<file path="config.mk">
export PLATFORM = sky130hd
export DESIGN_NAME = dual_width_rom_port
export DESIGN_NICKNAME = d
export VERILOG_FILES = /design/src/rtl/rom_port_pkg.sv /design/src/rtl/rom_addr_former.sv /design/src/rtl/rom_pattern_array.sv /design/src/rtl/rom_lane_gate.sv /design/src/rtl/dual_width_rom_port.sv
export SDC_FILE = /design/constraint.sdc
export NUM_CORES = 1
export LEC_CHECK = 0
export ABC_CLOCK_PERIOD_IN_PS = 4840
export BUFFER_PORTS_ARGS = -buffer_cell sky130_fd_sc_hd__buf_2
export CAP_MARGIN = 40
export CORE_ASPECT_RATIO = 0.5
export CORE_MARGIN = 2
export CORE_UTILIZATION = 55
export DETAILED_ROUTE_END_ITERATION = 6
export PLACE_DENSITY = 0.77
export SLEW_MARGIN = 40
export SYNTH_ARGS = -nofsm -noshare
export SYNTH_HDL_FRONTEND = slang
export SYNTH_HIERARCHICAL = 1
export SYNTH_SLANG_ARGS = --single-unit
</file>
<file path="constraint.sdc">
create_clock -name clk -period 4.84 [get_ports clk]
set_clock_uncertainty 0.1 [all_clocks]
set_input_delay 0.726 -clock clk [delete_from_list [all_inputs] [get_ports clk]]
set_output_delay 0.726 -clock clk [all_outputs]
set_load 0.02 [all_outputs]
</file>
<file path="src/rtl/rom_port_pkg.sv">
package rom_port_pkg;

  localparam int LANE_W = 8;
  localparam int WORD_W = 2 * LANE_W;

  typedef enum logic {
    VIEW_BYTE = 1'b0,
    VIEW_WORD = 1'b1
  } width_view_e;

  typedef struct packed {
    logic        active;   // chip enabled at the sampling edge
    logic        drive;    // output enable asserted at the sampling edge
    width_view_e view;
    logic        hi_sel;   // byte view: take upper half of the word
  } read_ctl_t;

  function automatic logic [WORD_W-1:0] pattern_word(
    input int unsigned       idx,
    input logic [WORD_W-1:0] mult,
    input logic [WORD_W-1:0] key
  );
    logic [31:0] prod;
    prod = idx * {16'd0, mult};
    return prod[WORD_W-1:0] ^ key;
  endfunction

endpackage

</file>
<file path="src/rtl/rom_addr_former.sv">
module rom_addr_former
  import rom_port_pkg::*;
#(
  parameter int WORD_AW = 6
) (
  input  width_view_e        view,
  input  logic [WORD_AW-1:0] addr,
  input  logic               sub_lsb,
  output logic [WORD_AW-1:0] word_idx,
  output logic               hi_sel
);

  localparam int BYTE_AW = WORD_AW + 1;

  logic [BYTE_AW-1:0] byte_addr;

  always_comb begin
    byte_addr = {addr, sub_lsb};
    if (view == VIEW_BYTE) begin
      word_idx = byte_addr[BYTE_AW-1:1];
      hi_sel   = byte_addr[0];
    end else begin
      word_idx = addr;
      hi_sel   = 1'b0;
    end
  end

  // the shared pin never reaches the lane select in word view
  always_comb begin
    if (view == VIEW_WORD) begin
      a_r4_word_ignores_lsb : assert (hi_sel == 1'b0);
    end
  end

endmodule

</file>
<file path="src/rtl/rom_pattern_array.sv">
module rom_pattern_array
  import rom_port_pkg::*;
#(
  parameter int                WORD_AW = 6,
  parameter logic [WORD_W-1:0] MULT    = 16'h9E37,
  parameter logic [WORD_W-1:0] KEY     = 16'h5AC3
) (
  input  logic [WORD_AW-1:0] word_idx,
  output logic [WORD_W-1:0]  word
);

  localparam int DEPTH = 1 << WORD_AW;

  logic [WORD_W-1:0] cells [DEPTH];

  for (genvar g = 0; g < DEPTH; g++) begin : g_cell
    assign cells[g] = pattern_word(g, MULT, KEY);
  end

  assign word = cells[word_idx];

endmodule

</file>
<file path="src/rtl/rom_lane_gate.sv">
module rom_lane_gate
  import rom_port_pkg::*;
(
  input  read_ctl_t         ctl,
  input  logic [WORD_W-1:0] word,
  output logic [LANE_W-1:0] lo_data,
  output logic              lo_oe,
  output logic [LANE_W-1:0] hi_data,
  output logic              hi_oe,
  output logic              standby
);

  logic              lanes_on;
  logic [LANE_W-1:0] picked;

  always_comb begin
    lanes_on = ctl.active & ctl.drive;
    picked   = ctl.hi_sel ? word[WORD_W-1:LANE_W] : word[LANE_W-1:0];
    standby  = ~ctl.active;
    lo_oe    = lanes_on;
    hi_oe    = lanes_on & (ctl.view == VIEW_WORD);
    lo_data  = '0;
    hi_data  = '0;
    if (lanes_on) begin
      if (ctl.view == VIEW_WORD) begin
        lo_data = word[LANE_W-1:0];
        hi_data = word[WORD_W-1:LANE_W];
      end else begin
        lo_data = picked;
      end
    end
  end

  // an undriven lane always reads as zero
  always_comb begin
    a_r5_lo_quiet : assert (lo_oe || lo_data == '0);
    a_r2_hi_quiet : assert (hi_oe || hi_data == '0);
  end

endmodule

</file>
<file path="src/rtl/dual_width_rom_port.sv">
module dual_width_rom_port
  import rom_port_pkg::*;
#(
  parameter int                WORD_AW = 6,
  parameter logic [WORD_W-1:0] MULT    = 16'h9E37,
  parameter logic [WORD_W-1:0] KEY     = 16'h5AC3
) (
  input  logic               clk,
  input  logic               rst_n,
  input  logic               wide_mode,
  input  logic               chip_en_n,
  input  logic               out_en_n,
  input  logic [WORD_AW-1:0] addr,
  input  logic               sub_lsb,
  output logic [7:0]         lo_data,
  output logic               lo_oe,
  output logic [7:0]         hi_data,
  output logic               hi_oe,
  output logic               standby
);

  localparam int SYNC_STAGES = 2;

  // reset release synchroniser
  logic [SYNC_STAGES-1:0] sync_q;
  logic                   srst_n;

  always_ff @(posedge clk or negedge rst_n) begin
    if (!rst_n) sync_q <= '0;
    else        sync_q <= {sync_q[SYNC_STAGES-2:0], 1'b1};
  end
  assign srst_n = sync_q[SYNC_STAGES-1];

  // next-state: form the request from the pins
  width_view_e        view_d;
  logic [WORD_AW-1:0] idx_d;
  logic               hi_sel_d;
  read_ctl_t          ctl_d;
  logic               idx_en;

  assign view_d = wide_mode ? VIEW_WORD : VIEW_BYTE;

  rom_addr_former #(.WORD_AW(WORD_AW)) i_former (
    .view     (view_d),
    .addr     (addr),
    .sub_lsb  (sub_lsb),
    .word_idx (idx_d),
    .hi_sel   (hi_sel_d)
  );

  always_comb begin
    ctl_d.active = ~chip_en_n;
    ctl_d.drive  = ~out_en_n;
    ctl_d.view   = view_d;
    ctl_d.hi_sel = hi_sel_d;
    idx_en       = ~chip_en_n;  // index only moves while selected
  end

  // registers
  read_ctl_t          ctl_q;
  logic [WORD_AW-1:0] idx_q;
  logic               armed_q;

  always_ff @(posedge clk or negedge srst_n) begin
    if (!srst_n) begin
      ctl_q   <= '{active: 1'b0, drive: 1'b0, view: VIEW_BYTE, hi_sel: 1'b0};
      armed_q <= 1'b0;
    end else begin
      ctl_q   <= ctl_d;
      armed_q <= 1'b1;
    end
  end

  always_ff @(posedge clk or negedge srst_n) begin
    if (!srst_n)     idx_q <= '0;
    else if (idx_en) idx_q <= idx_d;
  end

  // array and lane gating
  logic [WORD_W-1:0] word;

  rom_pattern_array #(.WORD_AW(WORD_AW), .MULT(MULT), .KEY(KEY)) i_array (
    .word_idx (idx_q),
    .word     (word)
  );

  rom_lane_gate i_gate (
    .ctl     (ctl_q),
    .word    (word),
    .lo_data (lo_data),
    .lo_oe   (lo_oe),
    .hi_data (hi_data),
    .hi_oe   (hi_oe),
    .standby (standby)
  );

  // port-level properties
  a_r9_width_fixed : assert property (@(posedge clk) disable iff (!srst_n)
    armed_q |-> $stable(wide_mode));

  a_r5_standby : assert property (@(posedge clk) disable iff (!srst_n)
    (armed_q && $past(chip_en_n)) |-> (standby && !lo_oe && !hi_oe));

  a_r6_outputs_off : assert property (@(posedge clk) disable iff (!srst_n)
    (armed_q && $past(!chip_en_n && out_en_n)) |-> (!standby && !lo_oe && !hi_oe));

  a_r3_both_lanes : assert property (@(posedge clk) disable iff (!srst_n)
    (armed_q && $past(wide_mode && !chip_en_n && !out_en_n)) |-> (lo_oe && hi_oe));

  a_r2_byte_hi_idle : assert property (@(posedge clk) disable iff (!srst_n)
    (armed_q && $past(!wide_mode)) |-> (!hi_oe && hi_data == 8'h00));

  a_r1_byte_lo_on : assert property (@(posedge clk) disable iff (!srst_n)
    (armed_q && $past(!wide_mode && !chip_en_n && !out_en_n)) |-> lo_oe);

endmodule

</file>
# Word level (Yosys, flattened, before mapping)
# Memory sizes are Yosys's and may differ from the RTL's.
# Index checks and enable logic that the tools add are counted.
[word_totals]
output_inout_bits = 19
mem_count = 1
reg_bits = 12
mem_bits_ro = 1024
[memory_table]
columns = ["memory", "depth", "word_bits", "read_ports", "rd_clocked_by_memory_dff", "wr", "line_no", "source"]
rows = [
  ["(name not given)", 64, 16, 1, 0, 0, "rom_pattern_array.sv:20", "assign word = cells[word_idx];"],
]
[op_classes]
magnitude_cmp = 1
n_bitwise = 6
mux = 9
[ops]
columns = ["cell", "n"]
rows = [
  ["two-way mux 8 bit", 5],
  ["two-way mux 16 bit", 2],
  [">= comparator 7 bit (second input constant)", 1],
  ["inverter 6 -> 7 bit", 1],
  ["inverter 1 bit", 3],
  ["AND 1 bit", 2],
  ["two-way mux 1 bit", 2],
]

# Longest topological paths before layout
# Gate-level depths: netlist of the first run.
[depth]
depth_word = 7
depth_mapped = 11

# By module
# The synthesis of the first run kept the hierarchy.
[by_module_without_submodules]
columns = ["module", "area_per_inst_um2", "instances", "cells_each"]
rows = [
  ["rom_pattern_array", 1367.6, 1, 197],
  ["dual_width_rom_port", 412.9, 1, 22],
  ["rom_lane_gate", 216.5, 1, 31],
  ["rom_addr_former", 58.8, 1, 7],
]

# Least setup slack after synthesis of the first run
# OpenSTA, ideal clock, no wires.
[synth_path]
path_type = "register -> output"
from = "register idx_q[0]"
to = "output port lo_data[2]"
arrival_ps = 2231
stages_incl_launch_ff = 11
path_buffers = 2
slack_ps = 1783
required_time_ps = 4014
cell_sequence = "dfrtp_1 -> buf_2 -> inv_2 -> ha_1 -> buf_2 -> and2b_1 -> a221oi_1 -> a221o_1 -> o31ai_2 -> mux2i_1 -> nor2_1"
[synth_between]
elab_chain_cells = 7
[synth_lines]
columns = ["element", "line_no", "source"]
rows = [
  ["start: declaration", "dual_width_rom_port.sv:61", "logic [WORD_AW-1:0] idx_q;"],
  ["start signal: assignment", "dual_width_rom_port.sv:76", "else if (idx_en) idx_q <= idx_d;"],
  ["inverter 6 -> 7 bit (implied by the code)", "rom_pattern_array.sv:20", ""],
  ["memory (64 x 16 bit)", "--", ""],
  ["two-way mux 16 bit (implied by the code) (2 in a row)", "rom_pattern_array.sv:20", ""],
  ["net word[10]", "dual_width_rom_port.sv:80", "logic [WORD_W-1:0] word;"],
  ["two-way mux 8 bit", "rom_lane_gate.sv:18", "picked = ctl.hi_sel ? word[WORD_W-1:LANE_W] : word[LANE_W-1:0];"],
  ["two-way mux 8 bit", "rom_lane_gate.sv:25", "if (ctl.view == VIEW_WORD) begin"],
  ["two-way mux 8 bit", "rom_lane_gate.sv:24", "if (lanes_on) begin"],
  ["end: declaration", "dual_width_rom_port.sv:15", "output logic [7:0] lo_data,"],
]
# The timed path passes the listed nets, and every way through them passes these cells. The select of a mux whose other input is x is not followed.

# Worst setup path after layout of the first run
[layout_path]
from = "register idx_q[1]"
to = "output port lo_data[2]"
# Same word-level chain as after synthesis.

==> results of run 1 <==
-- worst paths after layout --
check,cells past startpoint,to,slack [ns]
setup / recovery,9,lo_data[2],0.77
hold / removal,0,ctl_q[3]$_DFF_PN0_,0.05
setup reg to reg,2,idx_q[5]$_DFFE_PN0N_,3.51
hold reg to reg,0,ctl_q[3]$_DFF_PN0_,0.05
max in group asynchronous,0,idx_q[1]$_DFFE_PN0N_,4.31
min in group clk,0,sync_q[1]$_DFF_PN0_,0.27
-- layer usage --
metal  track usage, %  up-vias  wire (um)
met4             9.85        0        112
li1                 -      932          -
met1             32.6      885       2350
met3             1.77       16        393
met5                0        -          0
met2             39.7       95       2230
-- power by group through the flow --
| stage | combinational [mW] | sequential (mW) | clock (mW) |
|---|---|---|---|
| floorplan | 0.273 | 0.118 | 0 |
| global placement | 0.309 | 0.123 | 0 |
| detailed placement | 0.316 | 0.124 | 0 |
| CTS | 0.317 | 0.122 | 0.0891 |
| global route | 0.349 | 0.124 | 0.0927 |
| finish | 0.325 | 0.122 | 0.0869 |
-- synthesized netlist by cell type, types with 4 or more instances --
library cell,n,share of area (%)
a21oi_1,14,3.4
mux2_4,6,4.4
xnor2_1,4,1.7
nor3_1,4,0.97
o211ai_1,4,1.5
o22ai_1,4,1.2
buf_6,8,4.4
buf_2,14,3.4
o21ai_1,8,1.9
nand2_1,15,2.7
inv_1,13,2.4
a211o_1,4,1.7
dfrtp_1,12,15
nor2_1,20,3.7
nor2b_1,6,1.8
buf_4,9,3.3
and2_1,9,2.7
mux2i_1,18,8.8
o21ai_0,13,3.2
ha_1,9,5.5
-- registers in the layout, summed over array words and instances, names as in the netlist --
| name | count |
|---|---|
| ctl_q | 4 |
| idx_q | 6 |
| sync_q | 2 |
-- metrics by stage --
stage | area, um^2 | power (mW) | util (%) | hold WS [ns] | worst slack, ns
after global placement | 2060 | 0.432 | 58.6 | 0.0528 | 1.30
after global routing | 2100 | 0.566 | 59.8 | 0.0906 | 0.574
after detailed placement | 2060 | 0.440 | 58.6 | 0.0697 | 1.08
after CTS | 2100 | 0.528 | 59.8 | 0.0672 | 0.825
after floorplan | 2060 | 0.392 | - | 0.0209 | 1.78
final | 2100 | 0.534 | 59.8 | 0.0545 | 0.775
-- layout make-up --
cell class	count	area [um^2]	area share (%)
timing repair buffer	36	195	9.30
sequential	12	300	14.3
tap	51	63.8	3.04
clock buffer	3	41.3	1.97
multi-input combinational	196	1440	68.7
inverter	15	56.3	2.68
-- cells by family (layout without fill, tap and decap cells) --
group	Yosys count	in the layout	synth area share (%)
buffers and inverters	49	54	15.2
and+or+nand+nor	68	68	17.0
other	1	1	0.182
AOI/OAI and AO/OA	86	86	30.6
muxes	27	27	14.8
DFF	12	12	14.6
xor gates and xnor gates	5	5	2.13
adders and majority gates	9	9	5.48
==> results_dict.tcl, run 1 <==
set metrics [dict create \
    status "completed" \
    clkPwrFrac_pct 16.3 \
    gp_congestion 0.947 \
    crit_path_end_kind "primary output" \
    grt_usage_pct 23.5 \
    max_stage_delay_ns 0.74 \
    dp.cells 310 \
    seqPwrFrac_pct 22.9 \
    grt_overflow 0 \
    clock_path_buffers 2 \
    wl_per_cell_um 16.3 \
    ios 31 \
    netlist_instances 257 \
    firstDrtPassIters 7 \
    start_util_pct 58.6 \
    layout_common_cells "buf_2, nor2_1, mux2i_1, nand2_1, a21oi_1" \
    vdd_drop_max_mv 0.211 \
    syn2layout_area_growth_pct 2.13 \
    hold_class "reg -> async" \
    post-route-period-util_pct 84.0 \
    antenna_found_initial 0 \
    cp_max_fo 20 \
    fp.dieH_um 47.2 \
    avgSynthCellArea_um2 8.00 \
    grt_pass1_vias 1601 \
    cts_tree "done" \
    cts_sinks 12 \
    grt_pass1_wl_mm 7.97 \
    synth_top_flop_cell "dfrtp_1" \
    power_density_mw_per_mm2 254 \
    synth_edf_count 0 \
    synth.cell_area_mm2 0.00206 \
    synthArstFlopShare_pct 100 \
    cp.arrival_ns 3.24 \
    worst_pin_slew_ns 0.612 \
    synth_nets 278 \
    power_leakage_nw 1.02 \
    rows 15 \
    worstPathRequired_ns 4.01 \
    tns_ns 0 \
    cts_setup_buffers 0 \
    cts_hold_buffers 0 \
    rsz0062_at_grt "no" \
    cts_resized 0 \
    viasPerCell 6.16 \
    die_x_um 90.5 \
    portBuffers 30 \
    slew_headroom_pct 59.2 \
    start_kind "register" \
    path_class "reg -> out" \
    switching_share_pct 44.9 \
    crit_buf_inv 2 \
    cp_cell_sequence "inv_1 -> ha_1 -> and2b_1 -> a221oi_1 -> a221o_1 -> o31ai_2 -> mux2i_1 -> nor2_1 -> buf_2" \
    finalCriticalPeriod_ns 4.07 \
    wl_mm 5.09 \
    dr.first_iter.drc_count 240 \
    postRouteAntennaNets 0 \
    critical_path.slowest_cell "ha_1" \
    diodes 0 \
    clk_pin_slew_ns 0.05 \
    cp_top_family "adder cells" \
    dp_hpwl_mm 3.69 \
    root_buffer "clkbuf_8" \
    synthDistinctLibCells 64 \
    yosysWarnings 6 \
    crit_start "idx_q[1]$_DFFE_PN0N_" \
    p_comb_share_pct 60.8 \
    htreeDepth 1 \
    synth-seq-area-share_pct 14.6 \
    hold_violations 0 \
    fillers 332 \
    drive_gt1_share_pct 22.1 \
    setup_viol 0 \
    r2r-start "idx_q[5]$_DFFE_PN0N_" \
    clk_latency_ns 0.23 \
    stdcell_count 313 \
    clock.fmax_mhz 246 \
    grt_max_degree 48 \
    synth_seq_cells 12 \
    final_max_slew_viol_count 0 \
    switching_power_mw 0.240 \
    vias 1928 \
    p_int_mw 0.294 \
    dieArea_mm2 0.00427 \
    mostFrequentLayoutCell "buf_2" \
    drc_errors 0 \
    nets 285 \
    cts-buffers-inserted 3 \
    core-area_mm2 0.00351 \
    max_cap_viol_count 0 \
]
(Power assumes the default switching activity.)
==> inputs of run 2 (changes only) <==
Settings changed: ABC_CLOCK_PERIOD_IN_PS 4840 to 4000.
Clock period 4.84 ns to 4 ns, I/O delays scaled along.
==> run 2 against run 1 <==
Via count shrank 0.57%. First-iteration DRC count shrank 45%. Flip-flop and latch count is the same. Cell count grew 0.64%. Sequential share of layout area shrank 0.14 points. Largest power group unchanged. Register-to-register slack lost 0.91 ns. Largest cell class unchanged. Core utilization grew 0.61 points.
==> results_dict.tcl, run 2 (synthesis results as in run 1) <==
set metrics [dict create \
    diodes 0 \
    htreeDepth 1 \
    p_int_mw 0.378 \
    mostFrequentLayoutCell "buf_2" \
    layout_common_cells "buf_2, nor2_1, mux2i_1, nand2_1, a21oi_1" \
    cp_top_family "flip-flops" \
    cp.arrival_ns 2.62 \
    cts_hold_buffers 0 \
    hold_violations 0 \
    dr.first_iter.drc_count 132 \
    gp_congestion 0.971 \
    worstPathRequired_ns 3.30 \
    grt_usage_pct 23.0 \
    dieArea_mm2 0.00427 \
    critical_path.slowest_cell "dfrtp_1" \
    dp_hpwl_mm 3.68 \
    vias 1917 \
    seqPwrFrac_pct 23.4 \
    regMostFlops "idx_q" \
    portBuffers 30 \
    fillers 333 \
    crit_buf_inv 2 \
    cts_setup_buffers 0 \
    crit_path_end_kind "primary output" \
    p_comb_share_pct 57.4 \
    cp_max_fo 23 \
    cts-buffers-inserted 3 \
    viasPerCell 6.09 \
    firstDrtPassIters 5 \
    rsz0062_at_grt "no" \
    slew_headroom_pct 42.8 \
    max_stage_delay_ns 0.90 \
    switching_share_pct 43.5 \
    top_regs "idx_q (6), ctl_q (4), sync_q (2)" \
    r2r-start "idx_q[5]$_DFFE_PN0N_" \
    die_x_um 90.5 \
    largest_register_ffs 6 \
    cts_tree "done" \
    start_util_pct 58.6 \
    grt_overflow 0 \
    grt_max_degree 48 \
    hold_class "in -> async" \
    grt_pass1_wl_mm 7.82 \
    r2r_end "idx_q[5]$_DFFE_PN0N_" \
    postRouteAntennaNets 0 \
    r2r_cells 2 \
    syn2layout_area_growth_pct 3.16 \
    clk_latency_ns 0.24 \
    start_kind "register" \
    status "completed" \
    wl_per_cell_um 16.0 \
    drive_gt1_share_pct 22.7 \
    holdWs_ns 0.0351 \
    drc_errors 0 \
    switching_power_mw 0.290 \
    ios 31 \
    clock.fmax_mhz 302 \
    cts_sinks 12 \
    r2r_slack_ns 2.60 \
    setup_viol 0 \
    final_max_slew_viol_count 0 \
    cp_cell_sequence "inv_1 -> o211a_1 -> o311a_1 -> a21oi_1 -> mux2i_1 -> nor2_1 -> buf_2" \
    root_buffer "clkbuf_8" \
    clk_pin_slew_ns 0.05 \
    path_class "reg -> out" \
    fp.dieH_um 47.2 \
    finalCriticalPeriod_ns 3.32 \
    clkPwrFrac_pct 19.2 \
    cts_resized 0 \
    tns_ns 0 \
    post-route-period-util_pct 82.9 \
    grt_pass1_vias 1593 \
    wl_mm 5.06 \
    clock_path_buffers 2 \
    vdd_drop_max_mv 0.336 \
    rows 15 \
    max_cap_viol_count 0 \
    antenna_found_initial 0 \
    core-area_mm2 0.00351 \
    power_leakage_nw 1.03 \
    nets 286 \
    worst_pin_slew_ns 0.858 \
    power_density_mw_per_mm2 315 \
]
## run 2: worst max-delay path by stage
stage	start	endpoint	slack, ns	cells past startpoint
6_report	idx_q[3]$_DFFE_PN0N_	lo_data[6]	0.68	7
5_1_grt	idx_q[4]$_DFFE_PN0N_	lo_data[7]	0.55	7
4_1_cts	idx_q[3]$_DFFE_PN0N_	lo_data[3]	0.74	8
3_3_place_gp	idx_q[3]$_DFFE_PN0N_	lo_data[7]	1.04	8
3_5_place_dp	idx_q[3]$_DFFE_PN0N_	lo_data[3]	1.01	8
2_1_floorplan	idx_q[0]$_DFFE_PN0N_	lo_data[2]	1.07	10
## run 2: power by group through the flow
stage / logic, mW / registers, mW / clock network (mW)
after global placement: 0.371 / 0.157 / 0
after floorplan: 0.331 / 0.143 / 0
after detailed placement: 0.375 / 0.158 / 0
after global routing: 0.415 / 0.158 / 0.136
final: 0.383 / 0.156 / 0.128
after CTS: 0.376 / 0.156 / 0.132
## run 2: layer usage
metal	global-route usage [%]	up-vias	share of wire, %
met5	0	-	0
met4	7.08	0	1.0
met3	1.77	8	7.2
met2	39.0	83	45
met1	32.5	891	47
li1	-	935	-
## run 2: cell type report
| type | count | area (um^2) | share of cell area (%) |
|---|---|---|---|
| Clock buffer | 4 | 55.1 | 2.60 |
| Inverter | 15 | 56.3 | 2.65 |
| Sequential cell | 12 | 300 | 14.2 |
| Timing Repair Buffer | 37 | 203 | 9.56 |
| Tap cell | 51 | 63.8 | 3.01 |
| Multi-Input combinational cell | 196 | 1440 | 68.0 |
## run 2: worst register-to-register path: stages, from the launching register on
cell     delay [ns]
dfrtp_1        0.60
buf_4          0.31
mux2_4         0.26
## run 2: per-stage QoR
stage	util, %	cell area [um^2]	std cells	setup WS [ns]	total power [mW]
after floorplan	-	2060	257	1.07	0.474
after global placement	58.9	2070	311	1.04	0.527
after detailed placement	58.9	2070	311	1.01	0.532
after CTS	60.4	2120	315	0.742	0.664
after global routing	60.4	2120	315	0.549	0.709
final	60.4	2120	315	0.684	0.668
==> inputs of run 3 (changes only) <==
Settings changed: ABC_CLOCK_PERIOD_IN_PS 4000 to 3400.
Clock period 4 ns to 3.4 ns, I/O delays scaled along.
==> run 3 against run 2 <==
Wire length up 2.7%. Core utilization grew 0.32 points. Critical path depth up 2. Cell count up 0.63%. Clock power fell by 5%.
==> results_dict.tcl, run 3 (synthesis results as in run 1) <==
set metrics [dict create \
    status "completed" \
    diodes 0 \
    switching_power_mw 0.341 \
    largest_register_ffs 6 \
    r2r_cells 2 \
    grt_overflow 0 \
    htreeDepth 1 \
    dieArea_mm2 0.00427 \
    drc_errors 0 \
    dp_hpwl_mm 3.76 \
    start_util_pct 58.6 \
    cts_sinks 12 \
    syn2layout_area_growth_pct 3.71 \
    postRouteAntennaNets 0 \
    hold_class "reg -> async" \
    power_mw 0.764 \
    max_cap_viol_count 0 \
    cts-buffers-inserted 3 \
    setup_viol 0 \
    gp_congestion 0.941 \
    grt_usage_pct 24.0 \
    power_leakage_nw 1.04 \
    crit_start "idx_q[0]$_DFFE_PN0N_" \
    dr.first_iter.drc_count 119 \
    p_int_mw 0.424 \
    rows 15 \
    grt_pass1_wl_mm 8.15 \
    cts_setup_buffers 0 \
    switching_share_pct 44.5 \
    portBuffers 30 \
    final_max_slew_viol_count 0 \
    core-area_mm2 0.00351 \
    start_kind "register" \
    vias 1985 \
    die_x_um 90.5 \
    worst_pin_slew_ns 0.663 \
    cts_resized 0 \
    clkPwrFrac_pct 15.8 \
    tns_ns 0 \
    r2r-start "idx_q[5]$_DFFE_PN0N_" \
    antenna_found_initial 0 \
    crit_path_end_kind "primary output" \
    wl_mm 5.19 \
    seqPwrFrac_pct 22.8 \
    clk_latency_ns 0.23 \
    wl_per_cell_um 16.4 \
    grt_use_met3_pct 1.93 \
    viasPerCell 6.26 \
    finalCriticalPeriod_ns 3.17 \
    worstPathRequired_ns 2.79 \
    grt_pass1_vias 1656 \
    firstDrtPassIters 4 \
    drive_gt1_share_pct 22.9 \
    cts_tree "done" \
    layout_common_cells "buf_2, nor2_1, mux2i_1, nand2_1, a21oi_1" \
    top_usage_layer "met2" \
    clock_path_buffers 2 \
    nets 289 \
    grt_max_degree 48 \
    root_buffer "clkbuf_8" \
    slew_headroom_pct 55.8 \
    clock.fmax_mhz 315 \
    path_class "reg -> out" \
    clk_pin_slew_ns 0.05 \
    mostFrequentLayoutCell "buf_2" \
    post-route-period-util_pct 93.4 \
    met2_usage_pct 41.9 \
    regMostFlops "idx_q" \
    p_comb_share_pct 61.4 \
    vdd_drop_max_mv 0.409 \
    fp.dieH_um 47.2 \
    cp.arrival_ns 2.56 \
    power_density_mw_per_mm2 359 \
    gr-usage-met1_pct 34.0 \
    rsz0062_at_grt "no" \
    ios 31 \
    cp_max_fo 19 \
    hold_violations 0 \
    top_regs "idx_q (6), ctl_q (4), sync_q (2)" \
]
-- run 3: changes by cell type in the layout (fill, tap and decap cells not counted) --
cell	change
buf_4	+2
clkbuf_8	-1
dlygate4sd3_1	+1
-- run 3: final cells by class --
type                    count  area (um^2)
multi-input cells         196         1440
fillers                   324         1380
flip-flops and latches     12          300
repair buffers             40          228
well taps                  51         63.8
inverters                  15         56.3
clock buffers               3         41.3
-- run 3: what timing repair did --
item / CTS / global route
hold buffers: 1 / 0
endpoints found under the setup margin: 0 / 0
endpoints found under the hold margin: 2 / 0
-- run 3: power by group through the flow --
stage | Sequential (mW) | Clock, mW | Combinational [mW]
2_1_floorplan | 0.168 | 0 | 0.389
3_3_place_gp | 0.175 | 0 | 0.451
3_5_place_dp | 0.176 | 0 | 0.458
4_1_cts | 0.174 | 0.125 | 0.462
5_1_grt | 0.176 | 0.132 | 0.508
6_report | 0.174 | 0.121 | 0.469
-- run 3: stage by stage --
stage / cells / setup WS [ns] / cell area, um^2 / hold slack, ns / utilization (%)
global route: 317 / 0.138 / 2130 / 0.0945 / 60.7
floorplan: 257 / 0.559 / 2060 / 0.0209 / -
global placement: 313 / 0.610 / 2080 / 0.0552 / 59.3
CTS: 317 / 0.282 / 2130 / 0.0650 / 60.7
detailed placement: 313 / 0.546 / 2080 / 0.0604 / 59.3
finish: 317 / 0.226 / 2130 / 0.0469 / 60.7
-- run 3: final timing paths --
kind / to / slack, ns
setup / recovery: lo_data[2] / 0.23
hold / removal: ctl_q[2]$_DFF_PN0_ / 0.05
setup reg to reg: idx_q[5]$_DFFE_PN0N_ / 1.98
hold reg to reg: ctl_q[2]$_DFF_PN0_ / 0.05
max in group asynchronous: sync_q[1]$_DFF_PN0_ / 2.61
min in group clk: sync_q[1]$_DFF_PN0_ / 0.26
-- run 3: per-layer routing --
metal	vias to the layer above	part of all wire (%)	routed length [um]
met2	101	46	2380
met1	941	47	2440
li1	941	-	-
met3	2	6.8	351
met4	0	0.33	17
met5	-	0	0
-- run 3: critical path, cell delays in order (launching register included) --
cell	delay (ns)
dfrtp_1	0.37
inv_2	0.09
ha_1	0.66
and2b_1	0.27
a221oi_1	0.29
a221o_1	0.24
o31ai_2	0.08
mux2i_1	0.13
nor2_1	0.05
buf_2	0.16
